## config.mk

```make
export PLATFORM = sky130hd
export DESIGN_NAME = spi_regport
export DESIGN_NICKNAME = d
export VERILOG_FILES = /design/src/rtl/spi_regport_pkg.sv /design/src/rtl/spi_regport_sync.sv /design/src/rtl/spi_regport_frame.sv /design/src/rtl/spi_regport_tx.sv /design/src/rtl/spi_regport.sv
export SDC_FILE = /design/constraint.sdc
export NUM_CORES = 1
export LEC_CHECK = 0
export BUFFER_PORTS_ARGS = -buffer_cell sky130_fd_sc_hd__buf_2
export CAP_MARGIN = 40
export CORE_MARGIN = 1.5
export CORE_UTILIZATION = 43
export CTS_BUF_LIST = sky130_fd_sc_hd__clkbuf_8
export DETAILED_ROUTE_END_ITERATION = 8
export GPL_TIMING_DRIVEN = 0
export SLEW_MARGIN = 20
export SYNTH_ARGS = -nofsm -noshare
export SYNTH_HDL_FRONTEND = slang
export SYNTH_SLANG_ARGS = --single-unit
export TNS_END_PERCENT = 100
```

## constraint.sdc

```tcl
create_clock -name clk -period 5.1 [get_ports clk]
set_clock_uncertainty 0.1 [all_clocks]
set_input_delay 1.02 -clock clk [delete_from_list [all_inputs] [get_ports clk]]
set_output_delay 1.02 -clock clk [all_outputs]
set_load 0.005 [all_outputs]
```

## src/rtl/spi_regport_pkg.sv

```systemverilog
package spi_regport_pkg;
  localparam logic [7:0] CMD_WRITE = 8'hF0;
  localparam logic [7:0] CMD_READ  = 8'h0F;
  localparam logic [7:0] WRITE_ACK = 8'h03;

  typedef enum logic [1:0] {
    ACC_NONE  = 2'd0,
    ACC_WRITE = 2'd1,
    ACC_READ  = 2'd2
  } acc_kind_e;
endpackage

```

## src/rtl/spi_regport_sync.sv

```systemverilog
module spi_regport_sync #(
  parameter int WIDTH  = 3,
  parameter int STAGES = 2
) (
  input  logic             clk,
  input  logic             rst_n,
  input  logic [WIDTH-1:0] din,
  input  logic [WIDTH-1:0] rst_val,
  output logic [WIDTH-1:0] dout
);
  logic [WIDTH-1:0] stage_q [STAGES];

  for (genvar s = 0; s < STAGES; s++) begin : g_stage
    always_ff @(posedge clk or negedge rst_n) begin
      if (!rst_n) begin
        stage_q[s] <= rst_val;
      end else if (s == 0) begin
        stage_q[s] <= din;
      end else begin
        stage_q[s] <= stage_q[(s == 0) ? 0 : s-1];
      end
    end
  end

  assign dout = stage_q[STAGES-1];
endmodule

```

## src/rtl/spi_regport_frame.sv

```systemverilog
module spi_regport_frame
  import spi_regport_pkg::*;
#(
  parameter int AW = 16,
  parameter int DW = 8,
  localparam int FRAME_END = 2*DW + AW,
  localparam int CW = $clog2(FRAME_END + 1)
) (
  input  logic          clk,
  input  logic          rst_n,
  input  logic          sclk_s,
  input  logic          csn_s,
  input  logic          mosi_s,
  output logic          active,
  output logic          sclk_fall,
  output logic [CW-1:0] bit_cnt,
  output acc_kind_e     acc,
  output logic [AW-1:0] addr,
  output logic [DW-1:0] wdata,
  output logic          mem_wr,
  output logic          mem_rd
);
  localparam int OP_END   = DW;
  localparam int ADDR_END = DW + AW;

  logic          sclk_q;
  logic          sclk_rise;
  logic          shifted_q;
  logic [AW-1:0] sr_q;
  logic [AW-1:0] sr_next;
  logic [CW-1:0] cnt_inc;
  acc_kind_e     acc_dec;

  assign active    = ~csn_s;
  assign sclk_rise = active &  sclk_s & ~sclk_q;
  assign sclk_fall = active & ~sclk_s &  sclk_q;
  assign sr_next   = {sr_q[AW-2:0], mosi_s};
  assign cnt_inc   = bit_cnt + CW'(1);

  always_comb begin
    unique case (sr_next[DW-1:0])
      CMD_WRITE: acc_dec = ACC_WRITE;
      CMD_READ:  acc_dec = ACC_READ;
      default:   acc_dec = ACC_NONE;
    endcase
  end

  always_ff @(posedge clk or negedge rst_n) begin
    if (!rst_n) begin
      sclk_q    <= 1'b0;
      shifted_q <= 1'b0;
      sr_q      <= '0;
      bit_cnt   <= '0;
      acc       <= ACC_NONE;
      addr      <= '0;
      wdata     <= '0;
    end else begin
      sclk_q    <= sclk_s;
      shifted_q <= 1'b0;
      if (!active) begin
        bit_cnt <= '0;
        acc     <= ACC_NONE;
      end else if (sclk_rise && bit_cnt != CW'(FRAME_END)) begin
        sr_q      <= sr_next;
        bit_cnt   <= cnt_inc;
        shifted_q <= 1'b1;
        if (cnt_inc == CW'(OP_END))    acc   <= acc_dec;
        if (cnt_inc == CW'(ADDR_END))  addr  <= sr_next;
        if (cnt_inc == CW'(FRAME_END)) wdata <= sr_next[DW-1:0];
      end
    end
  end

  assign mem_wr = shifted_q && (bit_cnt == CW'(FRAME_END)) && (acc == ACC_WRITE);
  assign mem_rd = shifted_q && (bit_cnt == CW'(ADDR_END))  && (acc == ACC_READ);


  wr_single_chk: assert property (@(posedge clk) disable iff (!rst_n)
    mem_wr |=> !mem_wr);

  rd_single_chk: assert property (@(posedge clk) disable iff (!rst_n)
    mem_rd |=> !mem_rd);

  rdwr_excl_chk: assert property (@(posedge clk) disable iff (!rst_n)
    !(mem_wr && mem_rd));

  cnt_bound_chk: assert property (@(posedge clk) disable iff (!rst_n)
    bit_cnt <= CW'(FRAME_END));

  wr_needs_sel_chk: assert property (@(posedge clk) disable iff (!rst_n)
    mem_wr |-> $past(active));
endmodule

```

## src/rtl/spi_regport_tx.sv

```systemverilog
module spi_regport_tx
  import spi_regport_pkg::*;
#(
  parameter int AW = 16,
  parameter int DW = 8,
  localparam int FRAME_END = 2*DW + AW,
  localparam int CW = $clog2(FRAME_END + 1),
  localparam int LW = $clog2(DW),
  localparam int LAST_SLOT = FRAME_END/DW - 1
) (
  input  logic          clk,
  input  logic          rst_n,
  input  logic          active,
  input  logic          sclk_fall,
  input  logic [CW-1:0] bit_cnt,
  input  acc_kind_e     acc,
  input  logic          mem_rd,
  input  logic [DW-1:0] mem_rdata,
  output logic          miso
);
  logic          rd_q;
  logic [DW-1:0] rbuf_q;
  logic [DW-1:0] tx_byte;
  logic [CW-LW-1:0] slot;
  logic [LW-1:0]    bit_idx;

  assign slot    = bit_cnt[CW-1:LW];
  assign bit_idx = bit_cnt[LW-1:0];

  always_comb begin
    if (bit_cnt >= CW'(FRAME_END)) begin
      tx_byte = '1;
    end else if (slot == (CW-LW)'(LAST_SLOT)) begin
      unique case (acc)
        ACC_READ:  tx_byte = rbuf_q;
        ACC_WRITE: tx_byte = DW'(WRITE_ACK);
        default:   tx_byte = '0;
      endcase
    end else begin
      tx_byte = DW'(slot);
    end
  end

  always_ff @(posedge clk or negedge rst_n) begin
    if (!rst_n) begin
      rd_q   <= 1'b0;
      rbuf_q <= '0;
      miso   <= 1'b0;
    end else begin
      rd_q <= mem_rd;
      if (rd_q) rbuf_q <= mem_rdata;
      if (!active)        miso <= 1'b0;
      else if (sclk_fall) miso <= tx_byte[~bit_idx];
    end
  end


  miso_idle_chk: assert property (@(posedge clk) disable iff (!rst_n)
    !active |=> !miso);

  miso_edge_chk: assert property (@(posedge clk) disable iff (!rst_n)
    (active && $past(active) && !$past(sclk_fall)) |-> $stable(miso));
endmodule

```

## src/rtl/spi_regport.sv

```systemverilog
module spi_regport
  import spi_regport_pkg::*;
#(
  parameter int AW = 16,
  parameter int DW = 8,
  parameter int SYNC_STAGES = 2
) (
  input  logic          clk,
  input  logic          rst_n,
  input  logic          spi_sclk,
  input  logic          spi_csn,
  input  logic          spi_mosi,
  output logic          spi_miso,
  output logic [AW-1:0] mem_addr,
  output logic [DW-1:0] mem_wdata,
  output logic          mem_wr,
  output logic          mem_rd,
  input  logic [DW-1:0] mem_rdata
);
  localparam int FRAME_END = 2*DW + AW;
  localparam int CW = $clog2(FRAME_END + 1);

  logic [2:0]    pins_s;
  logic          active;
  logic          sclk_fall;
  logic [CW-1:0] bit_cnt;
  acc_kind_e     acc;

  spi_regport_sync #(.WIDTH(3), .STAGES(SYNC_STAGES)) u_sync (
    .clk     (clk),
    .rst_n   (rst_n),
    .din     ({spi_sclk, spi_csn, spi_mosi}),
    .rst_val (3'b010),
    .dout    (pins_s)
  );

  spi_regport_frame #(.AW(AW), .DW(DW)) u_frame (
    .clk       (clk),
    .rst_n     (rst_n),
    .sclk_s    (pins_s[2]),
    .csn_s     (pins_s[1]),
    .mosi_s    (pins_s[0]),
    .active    (active),
    .sclk_fall (sclk_fall),
    .bit_cnt   (bit_cnt),
    .acc       (acc),
    .addr      (mem_addr),
    .wdata     (mem_wdata),
    .mem_wr    (mem_wr),
    .mem_rd    (mem_rd)
  );

  spi_regport_tx #(.AW(AW), .DW(DW)) u_tx (
    .clk       (clk),
    .rst_n     (rst_n),
    .active    (active),
    .sclk_fall (sclk_fall),
    .bit_cnt   (bit_cnt),
    .acc       (acc),
    .mem_rd    (mem_rd),
    .mem_rdata (mem_rdata),
    .miso      (spi_miso)
  );


  reset_quiet_chk: assert property (@(posedge clk)
    !rst_n |=> (!mem_wr && !mem_rd && !spi_miso));
endmodule

```

* Yosys cells after proc, flatten, opt, wreduce, memory -nomap -nowiden *
Cells that the tools add are included.

operators by class
  reductions and logical operators = 12
  equality and inequality tests = 11
  $lt $le $gt $ge = 2
  add/sub/neg operators = 1
  bitwise logic cells = 8
  multiplexer cells = 15

operators with widths
  kind                   count
  $mux W8                2
  $pmux W8 S2            1
  $eq A6 B5 Y1 const B   2
  $eq A6 B6 Y1 const B   2
  $mux W6                2
  $eq A8 B4 Y1 const B   1
  $eq A8 B8 Y1 const B   1
  $add A6 B1 Y6 const B  1
  $eq A6 B4 Y1 const B   1
  $ge A6 B6 Y1 const B   1
  $mux W2                3
  $ne A6 B6 Y1 const B   1
  $reduce_and A3 Y1      2
  $reduce_bool A2 Y1     3
  $logic_and A1 B1 Y1    5
  $mux W1                5
  $and A1 B1 Y1          4
  $lt A3 B4 Y1 const B   1
  $pmux W2 S2            1
  $reduce_and A2 Y1      2
  $bmux W1 S3            1
  $eq A3 B2 Y1 const B   1
  $not A1 Y1             3
  $not A3 Y3             1
  other kinds (2)        2

storage, ports and cells
  bits in registers = 65
  logic and storage cells = 61
  output and inout port bits = 27

* Longest topological paths before layout *
Gate-level depths: netlist of run 1.

  word-level depth = 8
  gate-level depth with buffers = 8
  mapped depth without buffers = 7

* Worst setup path after synthesis of run 1 *
Ideal clock, no wire load.

  kind = reg2out
  start = reg u_frame.bit_cnt[0]
  end = out mem_rd
  cell stages (with the launch flop) = 5
  slack = 2.851 ns
  path buffers = 0
  data arrival time = 1.129 ns
  cells stage by stage = dfrtp_1 > inv_1 > ha_1 > nand2b_4 > nor4_1

on the way
  cells in the longest elaborated chain, start to end = 3

ends and longest elaborated chain
  item                               line                     text
  start: declaration                 spi_regport_frame.sv:16  output logic [CW-1:0] bit_cnt,
  start signal: assignment           spi_regport_frame.sv:65  bit_cnt <= cnt_inc;
  $eq A6 B5 Y1                       spi_regport_frame.sv:75  assign mem_rd = shifted_q && (bit_cnt == CW'(ADDR_END)) && (acc == ACC_READ);
  $logic_and A1 B1 Y1 (2 in series)  spi_regport_frame.sv:75
  end: declaration                   spi_regport.sv:17        output logic mem_rd,

No other way between the ends.

* Worst setup path after layout of run 1 *
Same ends and word-level chain as after synthesis.

==> impl_metrics.yaml, run 1 <==
global_routing:
  first_global_vias: 1750
  antenna_found_initial: 0
  grt_max_degree: 44
  grt_pass1_wl_um: 8580
  grt_overflow_total: 0
  grt_usage: 0.153
timing:
  setup_viol: 0
  fin_crit_sh: 0.574
  rsz0062_at_grt: "no"
  maxSlewViolCount: 0
  clock.fmax_mhz: 342
  slew_headroom: 0.656
  worst_pin_slew_ns: 0.516
  fin_setup_tns_ns: 0
  finalHoldViolCount: 0
  period_needed_ns: 2.93
  fin_ws_ns: 2.17
final_layout:
  n_fill_cell: 577
  nets: 264
  areaGrowthSynthToFinish_pct: 18.9
  final-seq-area_um2: 1630
  fin_area_um2: 3390
  multi_input_area_um2: 1110
  mostFrequentLayoutCell: "dfrtp_1"
  drive_gt1_frac: 0.482
  final_util: 0.530
  antenna_cells: 0
  layout_common_cells: "dfrtp_1 (63), buf_2 (38), mux2_2 (37), mux2_4 (10), clkbuf_8 (9)"
yosys:
  synth_top_cell_area_share: 0.554
  ys_warn_count: 0
  synthAdderAreaFrac: 0.0220
  synthXorXnorAreaFrac: 0.0277
  ys_ff_latch: 65
  synthMuxAreaShare: 0.214
  syn_nets: 213
  synth_top_cell_by_area: "dfrtp_1"
  synth-compound-area-share: 0.0404
  synth-simple-area-share: 0.0875
  synth_top_cells_by_area: "dfrtp_1 (55%), mux2_2 (15%), mux2_4 (5.3%)"
  synth_top_family_by_area: "multiplexers"
  synth_area_um2: 2850
  postSynthAreaPerCell_um2: 14.6
  yosysSeqAreaShare: 0.572
  synth_cell_type_count: 39
  syn-instance-count: 195
critical_path:
  critPathMaxStageDelay_ns: 0.47
  cp.arrival_ns: 1.81
  path_cells: "inv_1, ha_1, nand2b_4, nor4_1, buf_2"
  cp-start-kind: "flip-flop"
  critical_path.top_delay_family: "simple AND/OR/NAND/NOR gates"
  crit_required_ns: 3.98
  cp_max_fo: 6
  path_buf_inv: 2
  ff2ff_setup_slack_ns: 2.75
  slowest_stage: "dfrtp_1"
  cp-startpoint: "u_frame.bit_cnt[0]"
  endpoint_kind: "primary output"
  path_class: "flip-flop to primary output"
  worstReg2RegStart: "u_frame.bit_cnt[0]"
cts:
  cts_resized: 0
  cts_tree: "yes"
  ctsHoldBuffers: 0
  root_buffer: "clkbuf_8"
  clockBufferDepth: 2
  clkTransAtPathRegs_ns: 0.07
  cts_max_level: 3
  clock-sinks: 65
  cts-buffers-inserted: 9
  post_cts_buffers: 0
  clk_latency_ns: 0.33
floorplan:
  placeableCoreArea_um2: 6390
  die_h_um: 84.4
  start_util: 0.446
  die_w_um: 84.4
  io_pins: 40
  row_count: 29
  die_area_um2: 7120
detailed_routing:
  drt_first_pass_iters: 4
  antenna_left: 0
  drt_iter0_markers: 83
  vias: 1627
  drc: 0
  via_per_inst: 4.96
  routedWlPerCell_um: 14.4
  routed_wl_um: 4710
hold_path:
  min_path_type: "flip-flop to flip-flop"
  hp-start: "u_sync.stage_q[5]"
placement:
  gp_congestion: 0.865
  place_ws_ns: 2.50
  place_area_um2: 3170
  io_buffers: 39
  place_hpwl_um: 3290
power:
  leakage_nw: 1.71
  p_total_mw: 1.14
  worst_ir_drop_vdd_v: 0.000204
  pwr_density_cell_nw_per_um2: 337
flow_run:
  drv_cap: 0
status:
  status: "completed"
final cells by class:
cell class / count / area share
Clock inverter: 7 / 0.0277
Inverter: 8 / 0.00887
Buffer: 8 / 0.0214
Tap cell: 77 / 0.0285
Timing Repair Buffer: 40 / 0.0665
Clock buffer: 9 / 0.0366
Sequential cell: 65 / 0.481
Multi-Input combinational cell: 114 / 0.329
state kept, by name, summed over array words and instances, names as in the netlist:
name               count
u_sync.stage_q         3
u_frame.wdata          8
u_sync.dout            3
u_frame.bit_cnt        6
u_tx.rd_q              1
u_frame.shifted_q      1
u_frame.sr_q          15
u_tx.miso              1
u_frame.sclk_q         1
u_tx.rbuf_q            8
u_frame.addr          16
u_frame.acc            2
metal layers:
layer / track usage / wire [um]
met5: 0 / 0
met4: 0.0660 / 82
met3: 0.0423 / 173
met2: 0.230 / 2150
met1: 0.211 / 2300
power by group:
part	total [mW]	switching [mW]	internal, mW
Clock	0.476	0.201	0.275
Sequential	0.595	0.0441	0.551
Combinational	0.0711	0.0304	0.0407
Total	1.14	0.275	0.866
per-stage QoR:
stage / cells / hold WS, ns
finish: 328 / 0.249
global route: 328 / 0.261
CTS: 328 / 0.253
detailed placement: 312 / 0.236
global placement: 311 / 0.234
floorplan: 195 / 0.231
path summary, 6_finish.rpt:
path | cells after the start | end
max | 5 | mem_rd
min | 0 | u_sync.dout[2]
max reg2reg | 8 | u_frame.addr[8]
min reg2reg | 0 | u_sync.dout[2]
max in group asynchronous | 2 | u_sync.stage_q[4]
min in group asynchronous | 1 | u_frame.bit_cnt[3]
cells by family (layout without fill, tap and decap cells):
logic type	Yosys count	in the layout
mux	50	50
xor+xnor	9	9
fa+ha+maj	5	5
buf+inv	16	72
flops	65	65
compound gates	15	15
simple gates	35	35
cells in the mapped netlist (all sizes together):
cell      n
or4       2
nor3      2
xor2      5
and3      1
dfstp     2
mux2i     2
and2b     1
o31ai     1
mux4      1
clkbuf    2
and4      1
ha        5
nand4     3
mux2     47
o41ai     2
or3       1
nand3     5
nor4      3
nor2      9
o311a     1
nand2b    3
nand2     4
a2111oi   1
dfrtp    63
inv       8
a211o     2
o21ai     5
a21oi     3
buf       6
xnor2     4
(Power assumes the default switching activity.)
==> inputs of run 2 (changes only) <==
PLACE_DENSITY = 0.65   (was unset)
clock period = 2.3 ns   (was 5.1 ns; I/O delays follow)
==> run 2 against run 1 <==
Hold slack worse by 0.12 ns; first-iteration DRC count down 19%; highest routed layer unchanged; count of clock-buffer cells in the layout unchanged; final cell count up 0.61%.
==> impl_metrics.yaml, run 2 (synthesis gave the netlist of run 1 again) <==
status:
  status: "completed"
placement:
  io_buffers: 39
  place_hpwl_um: 3270
  place_inst: 312
  gp_congestion: 0.804
power:
  p_total_mw: 2.37
  worst_ir_drop_vdd_v: 0.000555
  leakage_nw: 1.73
  p_sw_mw: 0.574
  pwr-share-clk: 0.376
  combPwrFrac: 0.069
  switching_share: 0.242
  p_seq_frac: 0.555
  intPower_mw: 1.80
  pwr_density_cell_nw_per_um2: 697
floorplan:
  die_w_um: 84.4
  start_util: 0.446
  row_count: 29
  placeableCoreArea_um2: 6390
  die_area_um2: 7120
  die_h_um: 84.4
  io_pins: 40
global_routing:
  grt_max_degree: 49
  grt_overflow_total: 0
  antenna_found_initial: 0
  grt_usage: 0.147
  first_global_vias: 1632
  grt_pass1_wl_um: 8070
critical_path:
  cp-startpoint: "u_frame.bit_cnt[0]"
  critical_path.top_delay_family: "flip-flops"
  endpoint_kind: "primary output"
  path_buf_inv: 2
  cp-start-kind: "flip-flop"
  cp.arrival_ns: 1.62
  path_cells: "inv_1, ha_1, nand2b_4, nor4_4, buf_2"
  worstReg2RegStart: "u_frame.bit_cnt[0]"
  critPathMaxStageDelay_ns: 0.46
  slowest_stage: "dfrtp_2"
  crit_required_ns: 1.74
  path_class: "flip-flop to primary output"
  cp_max_fo: 6
cts:
  cts-buffers-inserted: 9
  root_buffer: "clkbuf_8"
  clk_latency_ns: 0.33
  clkTransAtPathRegs_ns: 0.07
  cts_max_level: 3
  clockBufferDepth: 2
  cts_tree: "yes"
  clock-sinks: 65
detailed_routing:
  vias: 1649
  antenna_left: 0
  drt_first_pass_iters: 4
  via_per_inst: 5.00
  routed_wl_um: 4810
  routedWlPerCell_um: 14.6
  drt_iter0_markers: 67
  drc: 0
timing:
  period_needed_ns: 2.18
  fin_crit_sh: 0.946
  slew_headroom: 0.652
  finalHoldViolCount: 0
  worst_pin_slew_ns: 0.522
  maxSlewViolCount: 0
  whs_ns: 0.128
  clock.fmax_mhz: 460
  rsz0062_at_grt: "no"
  setup_viol: 0
final_layout:
  mostFrequentLayoutCell: "dfrtp_1"
  drive_gt1_frac: 0.486
  reg.largest.list: "u_frame.addr x16, u_frame.sr_q x15"
  layout_common_cells: "dfrtp_1 (62), buf_2 (38), mux2_2 (37), inv_1 (11), mux2_4 (10)"
  areaGrowthSynthToFinish_pct: 19.6
  fin_cells: 330
  largest_register_ffs: 16
  nets: 266
  largest-register: "u_frame.addr"
  antenna_cells: 0
hold_path:
  min_path_type: "input pin to flip-flop"
  hp-start: "spi_mosi"
flow_run:
  drv_cap: 0
-- run 2: routing by layer --
layer | part of all wire | track usage
met1 | 0.50 | 0.209
met2 | 0.44 | 0.209
met3 | 0.040 | 0.0452
met4 | 0.016 | 0.0616
met5 | 0 | 0
-- run 2: power by group through the flow --
stage / registers, mW / logic (mW) / clock network (mW)
2_1_floorplan: 1.31 / 0.108 / 0
3_3_place_gp: 1.34 / 0.150 / 0
3_5_place_dp: 1.34 / 0.161 / 0
4_1_cts: 1.32 / 0.165 / 0.918
5_1_grt: 1.34 / 0.180 / 0.966
6_report: 1.32 / 0.164 / 0.891
-- run 2: final timing paths --
path,end,slack (ns),cells after the start
max in group asynchronous,u_sync.stage_q[4],1.08,3
min in group asynchronous,u_sync.dout[0],0.45,2
max,mem_wr,0.12,5
max reg2reg,u_frame.addr[8],0.13,8
min reg2reg,u_sync.dout[2],0.25,0
min,u_sync.stage_q[3],0.13,1
-- run 2: what timing repair did --
action,4_1_cts,5_1_grt
setup endpoints to repair,19,20
resized for setup,2,4
pin swaps,1,0
cloned,0,0
setup buffers,1,0
hold endpoints to repair,17,0
hold buffers,1,0
-- run 2: layout make-up --
class | count | area, um2
flip-flops and latches | 65 | 1630
plain buffers | 8 | 72.6
clock buffers | 9 | 124
multi-input cells | 114 | 1150
repair buffers | 42 | 243
fillers | 547 | 2980
well taps | 77 | 96.3
inverters | 8 | 30.0
clock inverters | 7 | 56.3
-- run 2: per-stage QoR --
stage	worst slack, ns	util	setup TNS, ns	area [um2]
global placement	-0.0466	0.491	-0.435	3140
detailed placement	-0.0792	0.496	-0.955	3170
floorplan	0.168	-	0	2850
CTS	0.000455	0.529	0	3380
global route	0.00543	0.533	0	3400
finish	0.124	0.533	0	3400
